==> config.mk <==
export PLATFORM = sky130hd
export DESIGN_NAME = pwr_seq_rst_ctrl
export DESIGN_NICKNAME = d
export VERILOG_FILES = /design/src/rtl/pwr_seq_pkg.sv /design/src/rtl/flag_sync.sv /design/src/rtl/por_timer.sv /design/src/rtl/run_gate.sv /design/src/rtl/pwr_seq_rst_ctrl.sv
export SDC_FILE = /design/constraint.sdc
export NUM_CORES = 1
export LEC_CHECK = 0
export ABC_AREA = 1
export BUFFER_PORTS_ARGS = -buffer_cell sky130_fd_sc_hd__buf_2
export CORE_MARGIN = 8
export CORE_UTILIZATION = 45
export DETAILED_ROUTE_END_ITERATION = 7
export GPL_ROUTABILITY_DRIVEN = 0
export PLACE_DENSITY_LB_ADDON = 0.15
export SETUP_SLACK_MARGIN = 0.05
export SLEW_MARGIN = 15
export SYNTH_ARGS = -nofsm -noshare
export SYNTH_HDL_FRONTEND = slang
export SYNTH_HIERARCHICAL = 1
export SYNTH_SLANG_ARGS = --single-unit
==> constraint.sdc <==
create_clock -name clk_i -period 2.4 [get_ports clk_i]
set_input_delay 0.12 -clock clk_i [delete_from_list [all_inputs] [get_ports clk_i]]
set_output_delay 0.12 -clock clk_i [all_outputs]
set_load 0.02 [all_outputs]
==> src/rtl/pwr_seq_pkg.sv <==
package pwr_seq_pkg;
  typedef enum logic [1:0] {
    MODE_COUPLED = 2'b00,
    MODE_TRACK   = 2'b01,
    MODE_SIMUL   = 2'b10,
    MODE_RSVD    = 2'b11
  } seq_mode_e;

  // reserved code folds onto the coupled behaviour
  function automatic seq_mode_e decode_mode(input logic [1:0] code);
    seq_mode_e m;
    m = seq_mode_e'(code);
    if (m == MODE_RSVD) m = MODE_COUPLED;
    return m;
  endfunction
endpackage

==> src/rtl/flag_sync.sv <==
module flag_sync #(
  parameter int W = 1
) (
  input  logic         clk_i,
  input  logic         rst_ni,
  input  logic [W-1:0] d_i,
  output logic [W-1:0] q_o
);
  logic [W-1:0] s1_q, s2_q;

  always_ff @(posedge clk_i or negedge rst_ni) begin
    if (!rst_ni) begin
      s1_q <= '0;
      s2_q <= '0;
    end else begin
      s1_q <= d_i;
      s2_q <= s1_q;
    end
  end

  assign q_o = s2_q;
endmodule

==> src/rtl/por_timer.sv <==
module por_timer #(
  parameter int CNT_W = 8
) (
  input  logic             clk_i,
  input  logic             rst_ni,
  input  logic             arm_i,
  input  logic [CNT_W-1:0] len_i,
  output logic             done_o
);
  logic [CNT_W-1:0] cnt_q;

  always_ff @(posedge clk_i or negedge rst_ni) begin
    if (!rst_ni)             cnt_q <= '0;
    else if (!arm_i)         cnt_q <= '0;
    else if (cnt_q < len_i)  cnt_q <= cnt_q + 1'b1;
  end

  // >= keeps done stable if the length is lowered at run time
  assign done_o = arm_i && (cnt_q >= len_i);
endmodule

==> src/rtl/run_gate.sv <==
module run_gate (
  input  logic clk_i,
  input  logic rst_ni,
  input  logic en_i,
  input  logic dis_i,
  input  logic order_ok_i,
  output logic run_o
);
  logic run_q;

  // latches on once discharge is seen and ordering allows; cleared only by shutdown
  always_ff @(posedge clk_i or negedge rst_ni) begin
    if (!rst_ni) run_q <= 1'b0;
    else         run_q <= en_i && (run_q || (dis_i && order_ok_i));
  end

  assign run_o = run_q;
endmodule

==> src/rtl/pwr_seq_rst_ctrl.sv <==
module pwr_seq_rst_ctrl
  import pwr_seq_pkg::*;
#(
  parameter int CNT_W = 8
) (
  input  logic             clk_i,
  input  logic             rst_ni,
  input  logic             en_i,
  input  logic             fbok1_i,
  input  logic             fbok2_i,
  input  logic             dis1_i,
  input  logic             dis2_i,
  input  logic [1:0]       mode_i,
  input  logic [CNT_W-1:0] por1_len_i,
  input  logic [CNT_W-1:0] por2_len_i,
  output logic             run1_o,
  output logic             run2_o,
  output logic             rst1_no,
  output logic             rst2_no,
  output logic             wd_start_o
);
  localparam int NCH  = 2;
  localparam int NFLG = 1 + 2 * NCH;

  seq_mode_e        mode;
  logic             en_s;
  logic [NCH-1:0]   fb_s, dis_s, order_ok, run_q, done, rst_cond;
  logic [NCH-1:0]   rst_q;
  logic             wd_q;
  logic [CNT_W-1:0] len_arr [NCH];

  flag_sync #(.W(NFLG)) u_sync (
    .clk_i (clk_i),
    .rst_ni(rst_ni),
    .d_i   ({en_i, fbok2_i, fbok1_i, dis2_i, dis1_i}),
    .q_o   ({en_s, fb_s, dis_s})
  );

  assign mode       = decode_mode(mode_i);
  assign len_arr[0] = por1_len_i;
  assign len_arr[1] = por2_len_i;

  // channel 2 waits for channel 1 feedback except in simultaneous mode
  assign order_ok[0] = 1'b1;
  assign order_ok[1] = (mode == MODE_SIMUL) || fb_s[0];

  for (genvar ch = 0; ch < NCH; ch++) begin : g_ch
    run_gate u_run (
      .clk_i     (clk_i),
      .rst_ni    (rst_ni),
      .en_i      (en_s),
      .dis_i     (dis_s[ch]),
      .order_ok_i(order_ok[ch]),
      .run_o     (run_q[ch])
    );

    por_timer #(.CNT_W(CNT_W)) u_por (
      .clk_i (clk_i),
      .rst_ni(rst_ni),
      .arm_i (en_s && fb_s[ch]),
      .len_i (len_arr[ch]),
      .done_o(done[ch])
    );
  end

  always_comb begin
    if (mode == MODE_COUPLED) begin
      rst_cond[0] = done[0] && fb_s[1];
      rst_cond[1] = done[0] && fb_s[1];
    end else begin
      rst_cond = done;
    end
  end

  always_ff @(posedge clk_i or negedge rst_ni) begin
    if (!rst_ni) begin
      rst_q <= '0;
      wd_q  <= 1'b0;
    end else begin
      rst_q <= {NCH{en_s}} & rst_cond;
      wd_q  <= en_s && ((mode == MODE_SIMUL) ? rst_q[0] : &rst_q);
    end
  end

  assign run1_o     = run_q[0];
  assign run2_o     = run_q[1];
  assign rst1_no    = rst_q[0];
  assign rst2_no    = rst_q[1];
  assign wd_start_o = wd_q;
endmodule

==> impl_metrics.env, run 1 <==
export IMPL_status="finished clean"
export IMPL_grt_pass1_vias=1570
export IMPL_vdd_drop_max_v=0.000432
export IMPL_fmax_mhz=583
export IMPL_fin_setup_tns_ps=0
export IMPL_start_util_pct=46.0
export IMPL_area_growth_pct=19.2
export IMPL_yosys_area_share_adder_pct=12.1
export IMPL_startpoint_type="flop"
export IMPL_cp_slowest_cell="dfrtp_1"
export IMPL_power_leakage_nw=1.33
export IMPL_finalCritPeriodShare_pct=71.5
export IMPL_multi_input_area_sq_um=1020
export IMPL_rsz0062_at_grt="no"
export IMPL_path_class="reg2reg"
export IMPL_clock_latency_ps=280
export IMPL_drtIter0Drc=41
export IMPL_hold_path_class="in2reg"
export IMPL_dp_hpwl_um=2800
export IMPL_synth_area_leaders="dfrtp_1 (40%), ha_1 (12%), nand2_1 (11%), inv_1 (7.6%), nand3_1 (4.6%)"
export IMPL_worstPathMaxFanout=9
export IMPL_cts_sinks=31
export IMPL_worstPathBufferInverterCount=0
export IMPL_min_period_ps=1720
export IMPL_synth_top_cell_by_area="dfrtp_1"
export IMPL_seq_area_sq_um=776
export IMPL_cpPeakStageDelay_ps=430
export IMPL_grt_pass1_wl_um=6460
export IMPL_ys_warn_count=6
export IMPL_die_y_um=82.1
export IMPL_drv_cap=0
export IMPL_worst_slack_ps=684
export IMPL_worst_slew_pin_slew_ps=668
export IMPL_num_rows=24
export IMPL_drive_gt1_share_pct=21.5
export IMPL_yosysTopAreaCellShare_pct=39.5
export IMPL_ctsLongestPathBuffers=2
export IMPL_first_pass_iters=4
export IMPL_clkTransAtPathRegs_ps=70
export IMPL_filler_cell_count=411
export IMPL_syn_nets=287
export IMPL_layout_common_cells="nand2_1 (60), inv_1 (40), dfrtp_1 (31)"
export IMPL_synth_avg_cell_area_sq_um=8.08
export IMPL_boundaryPins=30
export IMPL_nets=327
export IMPL_diodes=0
export IMPL_drv_slew=0
export IMPL_port_buffers=29
export IMPL_synth_top_family_by_area="simple AND/OR/NAND/NOR gates"
export IMPL_synthMuxAreaShare_pct=0
export IMPL_path_cells="ha_1, a21oi_1, nor2_1, nor2_4, nand2_4, nand2_4, o21ai_1, a21oi_1, nor2_1"
export IMPL_yosysSeqAreaShare_pct=39.5
export IMPL_antenna_found_initial=0
export IMPL_die_w_um=82.1
export IMPL_grt_usage_pct=12.3
export IMPL_synth_compound_area_share_pct=5.99
export IMPL_synth_distinct_cells=23
export IMPL_cts_resized=0
export IMPL_coreArea_sq_um=4260
export IMPL_cts_tree="built"
export IMPL_power_density_nw_per_um2=503
export IMPL_grt_overflow=0
export IMPL_cp_data_required_time_ps=2570
export IMPL_netlist_area_sq_um=1960
export IMPL_critPathCaptureType="flop"
export IMPL_yosys_area_share_simple_pct=31.9
export IMPL_postCtsSetupBuffers=0
export IMPL_dr_total_vias=1594
export IMPL_grt_max_degree=32
export IMPL_arrival_ps=1890
export IMPL_synth_xor_area_share_pct=1.78
export IMPL_syn_inst=243
export IMPL_slew_headroom_pct=55.5
export IMPL_ys_seq_elements=31
export IMPL_mostFrequentLayoutCell="nand2_1"
export IMPL_setup_viol=0
export IMPL_fin_skew_ps=6.55
export IMPL_crit_family="simple AND/OR/NAND/NOR gates"
export IMPL_clock_root_buffer="clkbuf_8"
export IMPL_cts_made_buffers=5
export IMPL_fin_total_pwr_w=0.00118
export IMPL_die_area_sq_um=6730
export IMPL_cts_max_level=2
export IMPL_wl_um=3670
export IMPL_finalHoldViolCount=0
export IMPL_drc_errors=0
export IMPL_place_ws_ps=687
export IMPL_avgRoutedWirePerCell_um=10.9
export IMPL_ant_nets=0
export IMPL_drt_vias_per_instance=4.74
## registers in the layout, indices dropped and copies added, names as in the netlist
| signal | cells |
|---|---|
| g_ch.u_por/cnt_q | 16 |
| u_sync/q_o | 5 |
| u_sync/s1_q | 5 |
| g_ch.u_run/run_o | 2 |
| rst_q | 2 |
| wd_start_o | 1 |
## logic make-up after synthesis
kind of cell | Yosys count
AOI/OAI and AO/OA | 20
and+or+nand+nor | 124
buffers and inverters | 44
other | 1
DFF | 31
adders and majority gates | 19
xor gates and xnor gates | 4
## report_power, final
group	internal [W]	switching (W)	total, W
Clock	0.000335	0.000187	0.000523
Sequential	0.000538	0.0000103	0.000548
Combinational	0.0000444	0.0000623	0.000107
Total	0.000918	0.000260	0.00118
## Yosys cell counts (all sizes together)
| library cell | count |
|---|---|
| nand2 | 66 |
| inv | 42 |
| dfrtp | 31 |
| nor2 | 23 |
| nand3 | 20 |
| ha | 19 |
| nand4 | 12 |
| a21oi | 11 |
| o21ai | 5 |
| xor2 | 4 |
| a21o | 2 |
| buf | 2 |
| nor3 | 2 |
| o21bai | 2 |
| conb | 1 |
| or2 | 1 |
## metrics by stage
| stage | cells | cell area (sq um) | util, % | hold slack (ps) |
|---|---|---|---|---|
| 4_1_cts | 336 | 2340 | 54.9 | 204 |
| 6_report | 336 | 2340 | 54.9 | 220 |
| 5_1_grt | 336 | 2340 | 54.9 | 249 |
| 2_1_floorplan | 243 | 1960 | - | -176 |
| 3_5_place_dp | 322 | 2160 | 50.7 | 199 |
| 3_3_place_gp | 322 | 2160 | 50.7 | 197 |
## path summary, 6_finish.rpt
path                                        start                     end  slack (ps)  cells past startpoint
max                        g_ch[0].u_por/cnt_q[5]                rst_q[1]         680                      9
min                                     mode_i[1]              wd_start_o         220                      4
max reg2reg                g_ch[0].u_por/cnt_q[5]                rst_q[1]         680                      9
min reg2reg                        u_sync/s1_q[3]           u_sync/q_o[3]         350                      0
max in group asynchronous                  rst_ni  g_ch[0].u_por/cnt_q[3]        1550                      2
min in group asynchronous                  rst_ni                rst_q[1]         420                      2
## metal layers
layer	vias to the layer above	wire (um)	global-route usage [%]	part of all wire [%]
li1	861	-	-	-
met1	700	1700	14.3	46
met2	29	1740	21.2	47
met3	4	183	3.50	5.0
met4	0	37	3.86	1.0
met5	-	0	0	0
## final cells by class
type | count | share of cell area (%)
tap | 52 | 2.78
multi-input combinational | 168 | 43.6
clock buffer | 6 | 3.53
sequential | 31 | 33.1
inverter | 42 | 6.73
timing repair buffer | 35 | 8.77
clock inverter | 2 | 1.50
## what timing repair did
item                                   CTS  global route
hold buffers                             6             0
endpoints found under the hold margin   36             0
setup endpoints to repair                0             0
## worst register-to-register path: cells and delay by family, from the launching register on
family	cells	cell delay [ps]
and+or+nand+nor	5	520
DFF	1	430
AOI/OAI and AO/OA	3	370
adders and majority gates	1	310
Power figures use the tool's default switching activity.
==> inputs of run 2 (changes only) <==
Clock period 2.4 ns to 1.6 ns, I/O delays scaled along.
==> run 2 against run 1 <==
Net effect:
- combinational power increased by 87%
- global-route usage rose by 0.68 points
- first-iteration DRC count is 71% higher
- via count up 7.9%
- register-to-register slack lost 580 ps
- die area is the same
- design area up 13%
- clock power increased by 16%
- count of clock-buffer cells in the layout unchanged
- core utilization increased by 7.0 points
- clock skew fell by 3.0 ps
- highest routed layer unchanged
==> impl_metrics.env, run 2 (same netlist as run 1, synthesis figures left out) <==
export IMPL_ant_nets=0
export IMPL_wl_um=4210
export IMPL_hold_path_class="in2reg"
export IMPL_arrival_ps=1670
export IMPL_die_y_um=82.1
export IMPL_dr_total_vias=1720
export IMPL_antenna_found_initial=0
export IMPL_largest_register_ffs=16
export IMPL_cp_slowest_cell="dfrtp_1"
export IMPL_power_density_nw_per_um2=616
export IMPL_die_area_sq_um=6730
export IMPL_start_util_pct=46.0
export IMPL_p_switching_w=0.000395
export IMPL_top_register="g_ch.u_por/cnt_q"
export IMPL_num_rows=24
export IMPL_grt_max_degree=32
export IMPL_startpoint_type="flop"
export IMPL_status="finished clean"
export IMPL_worst_slack_ps=102
export IMPL_grtUsageMet3_pct=2.52
export IMPL_cp_data_required_time_ps=1770
export IMPL_clkTransAtPathRegs_ps=60
export IMPL_drv_cap=0
export IMPL_coreArea_sq_um=4260
export IMPL_first_pass_iters=4
export IMPL_port_buffers=29
export IMPL_worstPathMaxFanout=4
export IMPL_rsz0062_at_grt="yes"
export IMPL_avgRoutedWirePerCell_um=11.6
export IMPL_seq_area_sq_um=776
export IMPL_p_comb_share_pct=12.3
export IMPL_ctsLongestPathBuffers=2
export IMPL_drv_slew=0
export IMPL_drc_errors=0
export IMPL_cts_max_level=2
export IMPL_dp_hpwl_um=3000
export IMPL_min_period_ps=1500
export IMPL_setup_viol=0
export IMPL_cpPeakStageDelay_ps=380
export IMPL_grt_overflow=0
export IMPL_nets=354
export IMPL_met1_usage_pct=14.7
export IMPL_p_seq_share_pct=50.3
export IMPL_path_class="reg2reg"
export IMPL_place_ws_ps=58.1
export IMPL_finalCritPeriodShare_pct=93.6
export IMPL_critPathCaptureType="flop"
export IMPL_drt_vias_per_instance=4.75
export IMPL_cts_sinks=31
export IMPL_clock_power_share_pct=37.4
export IMPL_critPathMostFrequentCell="nand2_4"
export IMPL_use_met2_pct=22.9
export IMPL_drive_gt1_share_pct=33.5
export IMPL_intPower_w=0.00123
export IMPL_grt_pass1_vias=1678
export IMPL_slew_headroom_pct=55.3
export IMPL_fin_total_pwr_w=0.00163
export IMPL_path_cells="ha_1, a21oi_1, nand2_1, nand2_4, nand2_4, nand2_4, o21ai_2, a21oi_1, nor2_1"
export IMPL_worst_slew_pin_slew_ps=671
export IMPL_area_growth_pct=34.5
export IMPL_cts_made_buffers=5
export IMPL_layout_common_cells="nand2_1 (56), inv_1 (38), dfrtp_1 (31)"
export IMPL_finalHoldViolCount=0
export IMPL_filler_cell_count=385
export IMPL_diodes=0
export IMPL_final_util_pct=61.9
export IMPL_top_usage_layer="met2"
export IMPL_switching_share_pct=24.3
export IMPL_fin_skew_ps=3.55
export IMPL_power_leakage_nw=1.46
export IMPL_cts_tree="built"
export IMPL_vdd_drop_max_v=0.000455
export IMPL_die_w_um=82.1
export IMPL_clock_latency_ps=270
export IMPL_drtIter0Drc=70
export IMPL_boundaryPins=30
export IMPL_grt_pass1_wl_um=6860
export IMPL_fmax_mhz=668
export IMPL_mostFrequentLayoutCell="nand2_1"
export IMPL_grt_usage_pct=12.9
export IMPL_clock_root_buffer="clkbuf_8"
export IMPL_multi_input_area_sq_um=1140
-- run 2: worst paths after layout --
path | startpoint | to | slack [ps] | cells past startpoint
worst max-delay path | g_ch[0].u_por/cnt_q[3] | rst_q[1] | 100 | 9
worst min-delay path | mode_i[1] | rst_q[1] | 180 | 4
max in group asynchronous | rst_ni | g_ch[1].u_por/cnt_q[6] | 760 | 2
worst min register to register | u_sync/s1_q[2] | u_sync/q_o[2] | 350 | 0
min in group asynchronous | rst_ni | u_sync/s1_q[0] | 410 | 2
worst max register to register | g_ch[0].u_por/cnt_q[3] | rst_q[1] | 100 | 9
-- run 2: layout make-up --
class / instances / area share, %
tap: 52 / 2.46
timing repair buffer: 62 / 15.6
clock buffer: 6 / 3.13
clock inverter: 1 / 0.189
sequential: 31 / 29.4
inverter: 42 / 5.97
multi-input combinational: 168 / 43.3
-- run 2: repair_timing --
item / CTS / global route
setup endpoints to repair: 0 / 17
setup buffers: 0 / 8
hold buffers: 6 / 0
endpoints found under the hold margin: 36 / 0
resized for setup: 0 / 22
-- run 2: critical path: cells and delay by family (launching register included) --
kind,cells,cell delay (ps)
flip-flops,1,380
AND/OR/NAND/NOR,5,380
AO/OA/AOI/OAI,3,340
adder cells (fa/ha/maj),1,290
-- run 2: metrics by stage --
stage | setup TNS, ps | hold WS, ps | instances | cell area (sq um)
floorplan | 0 | -216 | 243 | 1960
global placement | 0 | 165 | 341 | 2310
detailed placement | 0 | 160 | 341 | 2310
CTS | 0 | 188 | 354 | 2450
global route | -22.6 | 226 | 362 | 2640
finish | 0 | 183 | 362 | 2640
-- run 2: power groups by stage --
stage | clock [W] | sequential, W | combinational [W]
after floorplan | 0 | 0.000840 | 0.0000838
after global placement | 0 | 0.000832 | 0.000167
after detailed placement | 0 | 0.000832 | 0.000169
after CTS | 0.000636 | 0.000818 | 0.000181
after global routing | 0.000656 | 0.000821 | 0.000230
final | 0.000608 | 0.000819 | 0.000200
-- run 2: layer usage --
layer  wire length [um]  up-vias  share of wire [%]
met3                175        7                4.2
li1                   -      908                  -
met1               1840      771                 44
met5                  0        -                  0
met2               2130       34                 51
met4                 59        0                1.4
